## src/rtl/hc_pkg.sv

```systemverilog
package hc_pkg;
    localparam int REG_W = 8;
    localparam int ADR_W = 2;

    typedef enum logic [1:0] {
        BM_HOST = 2'd0,
        BM_XMIT = 2'd1,
        BM_RECV = 2'd2,
        BM_LOOP = 2'd3
    } bufmode_e;

    localparam logic [ADR_W-1:0] A_CTRL = 2'd0;
    localparam logic [ADR_W-1:0] A_TX   = 2'd1;
    localparam logic [ADR_W-1:0] A_RXAK = 2'd2;

    localparam int C_RESET = 7;
    localparam int C_EN    = 6;
    localparam int C_DMA   = 5;
    localparam int C_MODEH = 3;
    localparam int C_MODEL = 2;
    localparam int C_FCS   = 0;
endpackage

```

## src/rtl/hc_bufmode.sv

```systemverilog
module hc_bufmode
    import hc_pkg::*;
(
    input  logic       clk,
    input  logic       rst_n,
    input  logic       clr,
    input  logic       mode_wr,
    input  logic [1:0] mode_new,
    input  logic       ev_coll,
    input  logic       ev_success,
    input  logic       ev_under,
    input  logic       rx_kept,
    input  logic       rx_ack,
    output bufmode_e   state,
    output logic       tx_busy,
    output logic       rx_busy,
    output logic       tx_active,
    output logic       rx_pend
);
    bufmode_e st_q, st_n;
    logic     txb_q, txb_n, rxb_q, rxb_n, rxp_q, rxp_n;
    logic     any_ev;

    assign any_ev    = ev_coll | ev_success | ev_under;
    assign tx_active = ((st_q == BM_XMIT) || (st_q == BM_LOOP)) && txb_q;

    always_ff @(posedge clk or negedge rst_n) begin
        if (!rst_n) begin
            st_q  <= BM_HOST;
            txb_q <= 1'b1;
            rxb_q <= 1'b0;
            rxp_q <= 1'b0;
        end else if (clr) begin
            st_q  <= BM_HOST;
            txb_q <= 1'b1;
            rxb_q <= 1'b0;
            rxp_q <= 1'b0;
        end else begin
            st_q  <= st_n;
            txb_q <= txb_n;
            rxb_q <= rxb_n;
            rxp_q <= rxp_n;
        end
    end

    always_comb begin
        st_n = st_q;
        if (mode_wr) begin
            st_n = bufmode_e'(mode_new);
        end else begin
            unique case (st_q)
                BM_HOST: st_n = BM_HOST;
                BM_XMIT: if (tx_active && ev_success) st_n = BM_RECV;
                BM_RECV: st_n = BM_RECV;
                BM_LOOP: st_n = BM_LOOP;
            endcase
        end

        if (st_n == BM_HOST || st_n == BM_RECV)  txb_n = 1'b1;
        else if (st_n != st_q)                   txb_n = 1'b1;
        else if (tx_active && any_ev)            txb_n = 1'b0;
        else                                     txb_n = txb_q;

        if (st_n == BM_HOST || st_n == BM_XMIT)  rxb_n = 1'b0;
        else if (st_n != st_q)                   rxb_n = 1'b1;
        else if (rxb_q && rx_kept)               rxb_n = 1'b0;
        else                                     rxb_n = rxb_q;

        if (rxb_q && rx_kept)                    rxp_n = 1'b1;
        else if (rx_ack)                         rxp_n = 1'b0;
        else                                     rxp_n = rxp_q;
    end

    assign state   = st_q;
    assign tx_busy = txb_q;
    assign rx_busy = rxb_q;
    assign rx_pend = rxp_q;

    // success while transmitting hands the buffer to the receiver
    p_rollover_r7: assert property (@(posedge clk) disable iff (!rst_n)
        (st_q == BM_XMIT && tx_active && ev_success && !mode_wr && !clr)
        |=> (st_q == BM_RECV && rxb_q && txb_q));

    // host ownership always reports transmit busy
    p_host_busy_r6: assert property (@(posedge clk) disable iff (!rst_n)
        (st_q == BM_HOST) |-> txb_q);
endmodule

```

## src/rtl/hc_txstat.sv

```systemverilog
module hc_txstat #(
    parameter int COLL_LIMIT = 16
) (
    input  logic       clk,
    input  logic       rst_n,
    input  logic       clr,
    input  logic       ev_valid,
    input  logic       ev_coll,
    input  logic       ev_success,
    input  logic       ev_under,
    input  logic       mask_wr,
    input  logic [3:0] mask_new,
    input  logic       stat_rd,
    output logic [3:0] stat,
    output logic       pend
);
    localparam int CW = (COLL_LIMIT > 1) ? $clog2(COLL_LIMIT) : 1;
    localparam logic [CW-1:0] LAST = CW'(COLL_LIMIT - 1);

    logic [CW-1:0] cnt_q, cnt_n;
    logic [3:0]    stat_q, stat_n, mask_q;
    logic          pend_q, load;

    always_comb begin
        load   = ev_valid && (ev_coll || ev_under || ev_success);
        cnt_n  = cnt_q;
        stat_n = stat_q;
        if (ev_valid) begin
            if (ev_coll) begin
                stat_n = {2'b00, 1'b1, 1'b0};
                if (cnt_q == LAST) begin
                    stat_n[2] = 1'b1;
                    cnt_n     = '0;
                end else begin
                    cnt_n = cnt_q + 1'b1;
                end
            end else if (ev_under) begin
                stat_n = 4'b0001;
            end else if (ev_success) begin
                stat_n = 4'b1000;
                cnt_n  = '0;
            end
        end
    end

    always_ff @(posedge clk or negedge rst_n) begin
        if (!rst_n) begin
            cnt_q  <= '0;
            stat_q <= '0;
            mask_q <= '0;
            pend_q <= 1'b0;
        end else if (clr) begin
            cnt_q  <= '0;
            stat_q <= '0;
            mask_q <= '0;
            pend_q <= 1'b0;
        end else begin
            cnt_q  <= cnt_n;
            stat_q <= stat_n;
            if (mask_wr) mask_q <= mask_new;
            if (load && |(stat_n & mask_q)) pend_q <= 1'b1;
            else if (stat_rd)               pend_q <= 1'b0;
        end
    end

    assign stat = stat_q;
    assign pend = pend_q;

    // the last collision of a run flags sixteen collisions
    p_c16_r5: assert property (@(posedge clk) disable iff (!rst_n)
        (ev_valid && ev_coll && cnt_q == LAST && !clr) |=> (stat_q[2] && stat_q[1]));

    // success restarts the consecutive count
    p_succ_clear_r5: assert property (@(posedge clk) disable iff (!rst_n)
        (ev_valid && ev_success && !ev_coll && !ev_under && !clr) |=> (cnt_q == '0 && stat_q == 4'b1000));
endmodule

```

## src/rtl/hc_dma.sv

```systemverilog
module hc_dma (
    input  logic clk,
    input  logic rst_n,
    input  logic clr,
    input  logic req_wr,
    input  logic req_new,
    input  logic en,
    input  logic tc,
    output logic req,
    output logic done,
    output logic drq
);
    logic req_q, done_q;

    always_ff @(posedge clk or negedge rst_n) begin
        if (!rst_n) begin
            req_q  <= 1'b0;
            done_q <= 1'b0;
        end else if (clr) begin
            req_q  <= 1'b0;
            done_q <= 1'b0;
        end else begin
            if (req_wr) req_q <= req_new;
            if (req_wr && !req_new)          done_q <= 1'b0;
            else if (req_q && !done_q && tc) done_q <= 1'b1;
        end
    end

    assign req  = req_q;
    assign done = done_q;
    assign drq  = en & req_q & ~done_q;

    // terminal count during an open request marks completion
    p_tc_done_r3: assert property (@(posedge clk) disable iff (!rst_n)
        (req_q && !done_q && tc && !req_wr && !clr) |=> (done_q && !drq));
endmodule

```

## src/rtl/hostctl_gate.sv

```systemverilog
module hostctl_gate
    import hc_pkg::*;
#(
    parameter int COLL_LIMIT = 16
) (
    input  logic             clk,
    input  logic             rst_n,
    input  logic [ADR_W-1:0] reg_addr,
    input  logic             reg_wr,
    input  logic             reg_rd,
    input  logic [REG_W-1:0] reg_wdata,
    output logic [REG_W-1:0] reg_rdata,
    input  logic             tx_collision,
    input  logic             tx_success,
    input  logic             tx_underflow,
    input  logic             rx_frame_kept,
    input  logic             dma_tc,
    output logic             irq,
    output logic             drq,
    output logic [1:0]       buf_ctl,
    output logic             fcs_corrupt,
    output logic             soft_reset
);
    logic       hold_q, en_q, fcs_q;
    logic       ctrl_wr, clr, live_wr;
    bufmode_e   state;
    logic       tx_busy, rx_busy, tx_active, rx_pend;
    logic [3:0] tx_stat;
    logic       tx_pend, dma_req, dma_done;

    assign ctrl_wr = reg_wr && (reg_addr == A_CTRL);
    assign clr     = hold_q | (ctrl_wr & reg_wdata[C_RESET]);
    assign live_wr = ctrl_wr & ~clr;

    always_ff @(posedge clk or negedge rst_n) begin
        if (!rst_n) begin
            hold_q <= 1'b0;
            en_q   <= 1'b0;
            fcs_q  <= 1'b0;
        end else begin
            if (ctrl_wr) hold_q <= reg_wdata[C_RESET];
            if (clr) begin
                en_q  <= 1'b0;
                fcs_q <= 1'b0;
            end else if (ctrl_wr) begin
                en_q  <= reg_wdata[C_EN];
                fcs_q <= reg_wdata[C_FCS];
            end
        end
    end

    hc_bufmode u_mode (
        .clk        (clk),
        .rst_n      (rst_n),
        .clr        (clr),
        .mode_wr    (live_wr),
        .mode_new   (reg_wdata[C_MODEH:C_MODEL]),
        .ev_coll    (tx_collision),
        .ev_success (tx_success),
        .ev_under   (tx_underflow),
        .rx_kept    (rx_frame_kept),
        .rx_ack     (reg_rd && reg_addr == A_RXAK),
        .state      (state),
        .tx_busy    (tx_busy),
        .rx_busy    (rx_busy),
        .tx_active  (tx_active),
        .rx_pend    (rx_pend)
    );

    hc_txstat #(.COLL_LIMIT(COLL_LIMIT)) u_txs (
        .clk        (clk),
        .rst_n      (rst_n),
        .clr        (clr),
        .ev_valid   (tx_active),
        .ev_coll    (tx_collision),
        .ev_success (tx_success),
        .ev_under   (tx_underflow),
        .mask_wr    (reg_wr && reg_addr == A_TX),
        .mask_new   (reg_wdata[3:0]),
        .stat_rd    (reg_rd && reg_addr == A_TX),
        .stat       (tx_stat),
        .pend       (tx_pend)
    );

    hc_dma u_dma (
        .clk     (clk),
        .rst_n   (rst_n),
        .clr     (clr),
        .req_wr  (live_wr),
        .req_new (reg_wdata[C_DMA]),
        .en      (en_q),
        .tc      (dma_tc),
        .req     (dma_req),
        .done    (dma_done),
        .drq     (drq)
    );

    always_comb begin
        unique case (reg_addr)
            A_CTRL:  reg_rdata = {tx_busy, en_q, dma_req, dma_done, state, 1'b0, rx_busy};
            A_TX:    reg_rdata = {4'b0000, tx_stat};
            A_RXAK:  reg_rdata = {7'b0, rx_pend};
            default: reg_rdata = '0;
        endcase
    end

    assign irq         = en_q & (tx_pend | rx_pend | dma_done);
    assign buf_ctl     = state;
    assign fcs_corrupt = fcs_q;
    assign soft_reset  = hold_q;

    // during the reset hold nothing is requested and the buffer is the host's
    p_hold_quiet_r1: assert property (@(posedge clk) disable iff (!rst_n)
        hold_q |-> (!irq && !drq && tx_busy && state == BM_HOST));

    // a request line never rises in a cycle after the enable is cleared
    p_gate_r2: assert property (@(posedge clk) disable iff (!rst_n)
        (live_wr && !reg_wdata[C_EN]) |=> (!irq && !drq));
endmodule

```

## config.mk

```make
export PLATFORM = sky130hd
export DESIGN_NAME = hostctl_gate
export DESIGN_NICKNAME = d
export VERILOG_FILES = /design/src/rtl/hc_pkg.sv /design/src/rtl/hc_bufmode.sv /design/src/rtl/hc_txstat.sv /design/src/rtl/hc_dma.sv /design/src/rtl/hostctl_gate.sv
export SDC_FILE = /design/constraint.sdc
export NUM_CORES = 1
export LEC_CHECK = 0
export BUFFER_PORTS_ARGS = -buffer_cell sky130_fd_sc_hd__buf_2
export CORE_AREA = 2 2 54 56
export DETAILED_ROUTE_END_ITERATION = 7
export DIE_AREA = 0 0 56 58
export PLACE_DENSITY_LB_ADDON = 0.3
export SLEW_MARGIN = 30
export SYNTH_ARGS = -nofsm -noshare
export SYNTH_HDL_FRONTEND = slang
export SYNTH_SLANG_ARGS = --single-unit
```

## constraint.sdc

```tcl
create_clock -name clk -period 2.1 [get_ports clk]
set_clock_uncertainty 0.1 [all_clocks]
set_input_delay 0.42 -clock clk [delete_from_list [all_inputs] [get_ports clk]]
set_output_delay 0.42 -clock clk [all_outputs]
set_load 0.02 [all_outputs]
```

==> impl_metrics.toml <==
[detailed_routing]
route.detailed.wl_per_inst_um = 15.1
ant_nets = 0
drt_first_pass_iters = 4
drt_first_iter_violations = 67
drc_errors = 0
detail_route.vias_per_cell = 5.97
routed_wirelength_um = 3150
detailroute.via_count = 1247

[clock_tree]
worstSkewPairLatency_ns = 0.32
ctsRootBufferMaster = "sky130_fd_sc_hd__clkbuf_4"
clk_transition_reported_paths_ns = 0.14
cts_num_sinks = 23
cts_buffer_depth = 2
setup_fix_bufs_post_cts = 0
cts_tree = "built"
tritoncts.num_buffers = 3
cts_max_level = 1

[cells_and_area]
post_route_cells_drive_above_1_share = 0.270
finalNetCount = 199
finalNonFillerCells = 209
num_antenna_cells = 0
synthToLayoutAreaGrowth_pct = 15.8

[logic_synthesis]
complex_gate_fraction_of_the_synthesized_area = 0.192
synthSimpleGateAreaFrac = 0.262
synth_area_leader_cell = "sky130_fd_sc_hd__dfrtp_1"
synth.most_common_cell = "sky130_fd_sc_hd__dfrtp_1"
synth_enable_flop_cells = 0
yosys-mux-area-fraction = 0.0521
synth_seq_area_share = 0.429
synthesis.yosys.warnings = 0
synth_top_family_by_area = "simple AND/OR/NAND/NOR gates"
async_set_or_reset_register_ratio_after_synthesis = 1.00
synthCells = 145
post_synth_xor_area_fraction = 0
synthDominantCellAreaShare = 0.410
number_of_nets_in_the_synthesized_netlist = 165
synth.area.top_cells = "sky130_fd_sc_hd__dfrtp_1 (41%), sky130_fd_sc_hd__mux2i_1 (5.2%), sky130_fd_sc_hd__nor2_1 (4.7%)"
ys_ff_latch = 23
synth_common_cells = "sky130_fd_sc_hd__dfrtp_1 (22), sky130_fd_sc_hd__nor2_1 (17), sky130_fd_sc_hd__a21oi_1 (12), sky130_fd_sc_hd__nand2_1 (12), sky130_fd_sc_hd__nand3_1 (9)"
synth_fa_ha_area_frac = 0.00931
synth_area_per_cell_um2 = 9.27
synth.distinct_cells = 42
mappedNetlistArea_mm2 = 0.00134
main_flop_type_after_synthesis = "sky130_fd_sc_hd__dfrtp_1"

[place]
dpl_worst_slack_ns = 0.119
placed_cells_incl_taps = 204
place_congestion = 0.888
io_buffers = 31
hpwl_um = 2360

[floorplan]
rows = 19
die_h_um = 58
die-width_um = 56
initial_utilization = 0.505
core_area_mm2 = 0.00266
floorplan.die_area_mm2 = 0.00325
io_pins = 33

[pwr]
overall_power_mw = 0.872
max-vdd-ir-drop_uv = 330
cellLeakagePower_nw = 0.758
p_per_area_mw_per_mm2 = 560

[timing]
fin_hold_ws_ns = 0.238
finalCriticalPeriod_ns = 1.81
worstMarginPinSlew_ns = 0.558
drv_slew = 0
setup_total_negative_slack_ns = 0
rsz_0062_raised_after_global_routing = "no"
final_hold_vios = 0
timing.final.ws_setup_ns = 0.291
fmax_mhz = 553
finalSetupViolCount = 0
maxSlewHeadroom = 0.625
timing.final.crit_share = 0.861

[critical_path]
timing.critical_path.from_type = "flip-flop"
reg2reg_from = "u_mode.tx_busy$_DFFE_PN1P_"
critical_path_class = "flip-flop to flip-flop"
worstSetupStartpoint = "u_mode.tx_busy$_DFFE_PN1P_"
r2r_setup_slack_ns = 0.29
register_to_register_path_depth = 4
worstReg2RegEnd = "u_txs.pend$_DFFE_PN0P_"
crit_arrival_ns = 1.97
critPathCapture = "u_txs.pend$_DFFE_PN0P_"
timing.critical_path.to_type = "flip-flop"
worstPathRequired_ns = 2.26
worstPathMaxFanout = 8

[run_status]
outcome = "finished clean"

[global_route]
global_route.overflow_total = 0
first_pass_grt_wire_length_um = 5510
antenna_found_initial = 0
first_global_vias = 1202
groute.usage.overall = 0.213
grt_max_degree = 24

[hold_path]
hold_class = "input pin to flip-flop"

[flow_run]
drv_cap = 0
cell type report:
type / instances / area [um^2]
well taps: 31 / 38.8
repair buffers: 37 / 203
multi-input cells: 109 / 692
fillers: 244 / 1110
clock inverters: 1 / 5.00
flip-flops and latches: 23 / 577
inverters: 5 / 18.8
clock buffers: 3 / 22.5
metrics by stage:
step                      area (um^2)  utilization
after global routing             1560        0.585
after detailed placement         1520        0.570
after global placement           1520        0.570
after CTS                        1560        0.585
after floorplan                  1340            -
final                            1560        0.585
cells by family (layout without fill, tap and decap cells):
logic type	Yosys count	after routing
AOI/OAI and AO/OA	35	35
adders and majority gates	1	1
buffers and inverters	13	46
DFF	23	23
muxes	7	7
and+or+nand+nor	66	66
metal layers:
layer  global-route usage  up-vias  share of wire
li1                     -      598              -
met2                0.355       56           0.48
met1                0.290      589           0.43
met5                    0        -              0
met4               0.0646        0          0.013
met3               0.0313        4          0.070
what timing repair did:
action	CTS	global route
resized for setup	0	0
hold buffers	1	0
hold endpoints to repair	22	0
state kept, by name, indices dropped and copies added (netlist names), 2 cells and up:
name          count
u_txs.cnt_q       4
u_txs.mask_q      4
u_txs.stat        4
u_mode.state      2
critical path, cell delays in order, from the launching register on:
cell	delay (ns)
sky130_fd_sc_hd__dfstp_2	0.64
sky130_fd_sc_hd__and2_1	0.28
sky130_fd_sc_hd__o31ai_1	0.19
sky130_fd_sc_hd__or3_1	0.38
sky130_fd_sc_hd__a31oi_1	0.16
report_power, final:
part | internal, mW | switching [mW] | total, mW | leakage [nW]
Sequential | 0.465 | 0.0283 | 0.493 | 0.313
Combinational | 0.0608 | 0.103 | 0.163 | 0.428
Clock | 0.0714 | 0.144 | 0.215 | 0.0177
Total | 0.597 | 0.275 | 0.872 | 0.758
worst min-delay path by stage:
| stage | from | endpoint | cells past startpoint |
|---|---|---|---|
| final | reg_wdata[6] | en_q$_DFFE_PN0P_ | 3 |
| after detailed placement | rst_n | u_mode.state[1]$_DFF_PN0_ | 1 |
| after CTS | reg_wdata[6] | en_q$_DFFE_PN0P_ | 3 |
| after global placement | rst_n | u_mode.state[1]$_DFF_PN0_ | 1 |
| after floorplan | rst_n | en_q$_DFFE_PN0P_ | 0 |
| after global routing | reg_wdata[6] | en_q$_DFFE_PN0P_ | 3 |
placed cells by master (no fill, tap or decap), types with 5 or more instances in the layout:
cell / netlist / final
sky130_fd_sc_hd__nand3_1: 9 / 9
sky130_fd_sc_hd__buf_4: 0 / 5
sky130_fd_sc_hd__o21ai_0: 5 / 5
sky130_fd_sc_hd__and2_1: 5 / 5
sky130_fd_sc_hd__dfrtp_1: 22 / 22
sky130_fd_sc_hd__nand2_1: 12 / 12
sky130_fd_sc_hd__buf_2: 3 / 31
sky130_fd_sc_hd__mux2i_1: 7 / 7
sky130_fd_sc_hd__inv_1: 5 / 5
sky130_fd_sc_hd__nor2_1: 17 / 17
sky130_fd_sc_hd__a21oi_1: 12 / 12
No activity file was read; power rests on OpenSTA's default activity.
